--- src/rtl/preload_observe_ctrl.sv ---
module preload_observe_ctrl #(
  parameter int NCELL = 24
) (
  input  logic             clk,
  input  logic             rst_n,
  input  logic             run,
  input  logic             pre_mode,
  input  logic             obs_mode,
  input  logic             lock,
  input  logic             ld_stb,
  input  logic             sel_back,
  input  logic             sel_odd,
  input  logic [NCELL-1:0] pin_in,
  input  logic [NCELL-1:0] d1,
  input  logic [NCELL-1:0] d2,
  input  logic [NCELL-1:0] oe,
  input  logic [NCELL-1:0] pol_hi,
  output logic [NCELL-1:0] pin_out,
  output logic [NCELL-1:0] out_en
);

  localparam int HALF = NCELL / 2;

  logic [NCELL-1:0] q1, q2;
  logic             stb_q;
  logic             pre_act, obs_act, fire;

  assign pre_act = pre_mode & ~lock;
  assign obs_act = obs_mode & ~lock & ~pre_mode;
  assign fire    = pre_act & ld_stb & ~stb_q;

  always_ff @(posedge clk or negedge rst_n)
    if (!rst_n) stb_q <= 1'b0;
    else        stb_q <= ld_stb;

  for (genvar h = 0; h < HALF; h++) begin : g_pair
    for (genvar k = 0; k < 2; k++) begin : g_cell
      localparam int IDX = 2 * h + k;
      logic r1, r2, hit;
      assign hit = fire & (sel_odd == (k == 1));

      always_ff @(posedge clk or negedge rst_n)
        if (!rst_n) begin
          r1 <= 1'b0;
          r2 <= 1'b0;
        end else if (hit) begin
          if (!sel_back) r1 <= pin_in[IDX];
          else           r2 <= pin_in[IDX];
        end else if (run && !pre_act) begin
          r1 <= d1[IDX];
          r2 <= d2[IDX];
        end

      assign q1[IDX] = r1;
      assign q2[IDX] = r2;
    end
  end

  assign pin_out = oe & (obs_act ? q2 : ~(q1 ^ pol_hi));
  assign out_en  = oe;

endmodule


--- config.mk ---
export PLATFORM = sky130hd
export DESIGN_NAME = preload_observe_ctrl
export DESIGN_NICKNAME = d
export VERILOG_FILES = /design/src/rtl/preload_observe_ctrl.sv
export SDC_FILE = /design/constraint.sdc
export NUM_CORES = 1
export LEC_CHECK = 0
export CAP_MARGIN = 20
export CORE_MARGIN = 2
export CORE_UTILIZATION = 38
export CTS_CLUSTER_DIAMETER = 120
export DETAILED_ROUTE_END_ITERATION = 8
export PLACE_DENSITY = 0.81
export SETUP_SLACK_MARGIN = 0.5
export SYNTH_ARGS = -nofsm -noshare
export SYNTH_HDL_FRONTEND = slang
export SYNTH_SLANG_ARGS = --single-unit
--- constraint.sdc ---
create_clock -name clk -period 2.5 [get_ports clk]
set_clock_uncertainty 0.1 [all_clocks]
set_input_delay 0.25 -clock clk [delete_from_list [all_inputs] [get_ports clk]]
set_output_delay 0.25 -clock clk [all_outputs]
set_load 0.03 [all_outputs]
==> impl_metrics.csv <==
group,metric,value,unit
outcome,status,"completed",
clocking,clk_latency,290,ps
finish,fin_area,0.004855,mm2
setup_path,cp_max_fo,16,
drt,via_per_inst,5.463,
sta,setup_viol_count_final,0,
drt,wl,10.87,mm
finish,antenna_cells,0,
clocking,htree_levels,2,
power,power_density,485.7,mW/mm2
finish,n_fill_cell,645,
logic_synthesis,seq_area_frac_synth,40.45,%
power,swShare,30.10,%
global_routing,antenna_found_initial,0,
setup_path,r2r_setup_slack,650,ps
floorplan,die_x,93.32,um
power,vdd_drop_max,0.0002542,V
setup_path,worstReg2RegEnd,"g_pair[4].g_cell[1].r1",
power,cellLeakagePower,1.860,nW
drt,drtIter0Drc,161,
logic_synthesis,yosys-top-cells-count,"49 x dfrtp_1, 49 x nand2_1, 48 x o221a_2, 48 x or3_1, 26 x buf_4",
clocking,cts_tree,"yes",
logic_synthesis,synth_area,0.003032,mm2
sta,setup_slack,643.7,ps
clocking,cts_buffer_depth,2,
drt,route.detailed.drc,0,
drt,routedWlPerCell,19.45,um
setup_path,worstRegToRegCells,5,
setup_path,cp.required,2640,ps
setup_path,end_kind,"flip-flop",
placement,post-place-ws,67.83,ps
floorplan,coreArea,0.007727,mm2
setup_path,startpoint,"ld_stb",
logic_synthesis,syn_avg_cell_area,10.07,um2
drt,drtAntennaViolNets,0,
logic_synthesis,synth_top_area_share,40.45,%
power,clock_power_share,23.5,%
global_routing,grt_pass1_wl,16.62,mm
logic_synthesis,ys_warn_count,0,
finish,area_growth,60.13,%
sta,hold_ws,350.4,ps
logic_synthesis,synth_top_area_cell,"dfrtp_1",
floorplan,dieArea,0.008709,mm2
setup_path,r2r_start,"stb_q",
drt,first_pass_iters,4,
setup_path,cp_slowest_cell,"clkdlybuf4s50_1",
finish,layout-drive-gt1-share,23.63,%
setup_path,crit_path_max_incr_delay,500,ps
logic_synthesis,synth_fp_nets,430,
setup_path,cp.arrival,2000,ps
min_path,hold_depth,1,
global_routing,grt_max_degree,50,
logic_synthesis,ys_ff_latch,49,
power,pwr-share-comb,35.8,%
clocking,cts.clk_slew.worst_paths,90,ps
global_routing,grt_usage,24.79,%
placement,dp_hpwl,7.715,mm
clocking,numCtsBuffers,5,
sta,hold_viol_final,0,
sta,min_period,1856,ps
power,intPower,1.648,mW
sta,slew_headroom,56.71,%
logic_synthesis,synthFlopType,"dfrtp_1",
finish,multi_input_area,0.001567,mm2
placement,dpl_cell_area,0.004691,mm2
flow_run,maxCapViolCount,0,
setup_path,crit_end,"g_pair[4].g_cell[1].r1",
drt,num_vias,3054,
setup_path,crit_type,"in -> reg",
sta,tightest_slew,649.3,ps
min_path,hold_class,"in -> reg",
placement,portBuffers,176,
setup_path,crit_path_start_kind,"primary input",
sta,grt_setup_unrepaired,"false",
power,netSwitchingPower,709.7,uW
floorplan,rows,32,
finish,seq_area,0.001226,mm2
finish,nNetsFinal,586,
global_routing,grt_pass1_vias,3227,
clocking,root_buffer,"clkbuf_8",
floorplan,ios,177,
sta,tns,0,ps
logic_synthesis,synth-edff-count,0,
logic_synthesis,synthCells,301,
sta,period_share,74.25,%
floorplan,initial_core_util,39.23,%
logic_synthesis,synth.area.top_cells,"dfrtp_1 40%, o221a_2 18%, or3_1 9.9%",
global_routing,grt_overflow,0,
sta,slew_violations,0,
power,seqPwrFrac,40.6,%
logic_synthesis,yosys.cell_types.count,20,
setup_path,cp_cell_sequence,"clkdlybuf4s50_1 -> or4b_1 -> buf_4 -> o22ai_2 -> buf_4 -> o221a_2",
sta,max_freq,538.7,MHz
placement,place.gp.congestion,0.7487,
power,total_power,2.358,mW
clocking,clock-sinks,49,
floorplan,die_h,93.32,um
setup_path,crit_top_cell,"buf_4",
logic_synthesis,async_flop_share,100.0,%
[power by group through the flow]
stage               clock [mW]  combinational [mW]  sequential (mW)
finish                   0.555               0.845            0.958
global placement             0               0.813            0.971
floorplan                    0               0.455            0.954
global route             0.587               0.901            0.972
detailed placement           0               0.835            0.972
CTS                      0.568               0.847            0.958
[through the flow]
step,utilization (%),cells
4_1_cts,62.79,559
2_1_floorplan,-,301
3_5_place_dp,60.70,547
5_1_grt,62.82,559
3_3_place_gp,60.70,547
6_report,62.82,559
[registers in the layout (all words and copies together) (netlist names)]
signal and flops:
stb_q 1, g_pair.g_cell.r1 24, g_pair.g_cell.r2 24
[routing by layer]
layer / vias up / global-route usage (%) / routed length, um
met3: 10 / 5.721 / 866
met2: 159 / 42.09 / 5390
met5: - / 0 / 0
li1: 1412 / - / -
met4: 0 / 6.005 / 117
met1: 1473 / 32.01 / 4498
[kinds of logic (layout without fill, tap and decap cells)]
logic type | count (synthesis) | in the layout | share of synthesized area (%)
AND/OR/NAND/NOR | 104 | 106 | 17.87
AO/OA/AOI/OAI | 76 | 76 | 25.01
flip-flops | 49 | 49 | 40.45
buffers and inverters | 48 | 202 | 9.740
XOR/XNOR | 24 | 24 | 6.934
[layout by cell type (no fill, tap or decap), types with 3 or more instances in the layout]
cell	instances
a21boi_0	4
o221a_2	48
buf_4	39
dfrtp_1	49
or3_1	48
a21boi_1	20
o22ai_2	3
clkbuf_8	5
clkdlybuf4s50_1	148
nand2_1	49
xnor2_1	24
[worst min path at each step]
| stage | start | to | slack, ps |
|---|---|---|---|
| floorplan | rst_n | g_pair[0].g_cell[0].r1 | -150 |
| global placement | rst_n | g_pair[11].g_cell[1].r1 | 310 |
| detailed placement | rst_n | g_pair[7].g_cell[0].r1 | 310 |
| CTS | ld_stb | stb_q | 340 |
| global route | ld_stb | stb_q | 360 |
| finish | ld_stb | stb_q | 350 |
[worst max-delay path, delay by kind of cell]
family	cells	cell delay [ps]
AND/OR/NAND/NOR	1	470
AO/OA/AOI/OAI	2	340
buffers and inverters	3	930
[cell type report]
cell class | count | share of cell area, %
multi-input combinational | 206 | 32.27
clock inverter | 2 | 0.7216
tap | 102 | 2.629
inverter | 1 | 0.07732
clock buffer | 5 | 1.418
timing repair buffer | 194 | 37.63
sequential | 49 | 25.26
[timing repair]
| action | 4_1_cts | 5_1_grt |
|---|---|---|
| setup endpoints to repair | 36 | 18 |
| pin swaps | 2 | 0 |
| hold buffers | 1 | 0 |
| hold endpoints to repair | 49 | 0 |
| resized for setup | 8 | 6 |
| buffers inserted | 1 | 0 |
| gates cloned | 3 | 0 |
(Power assumes the default switching activity.)
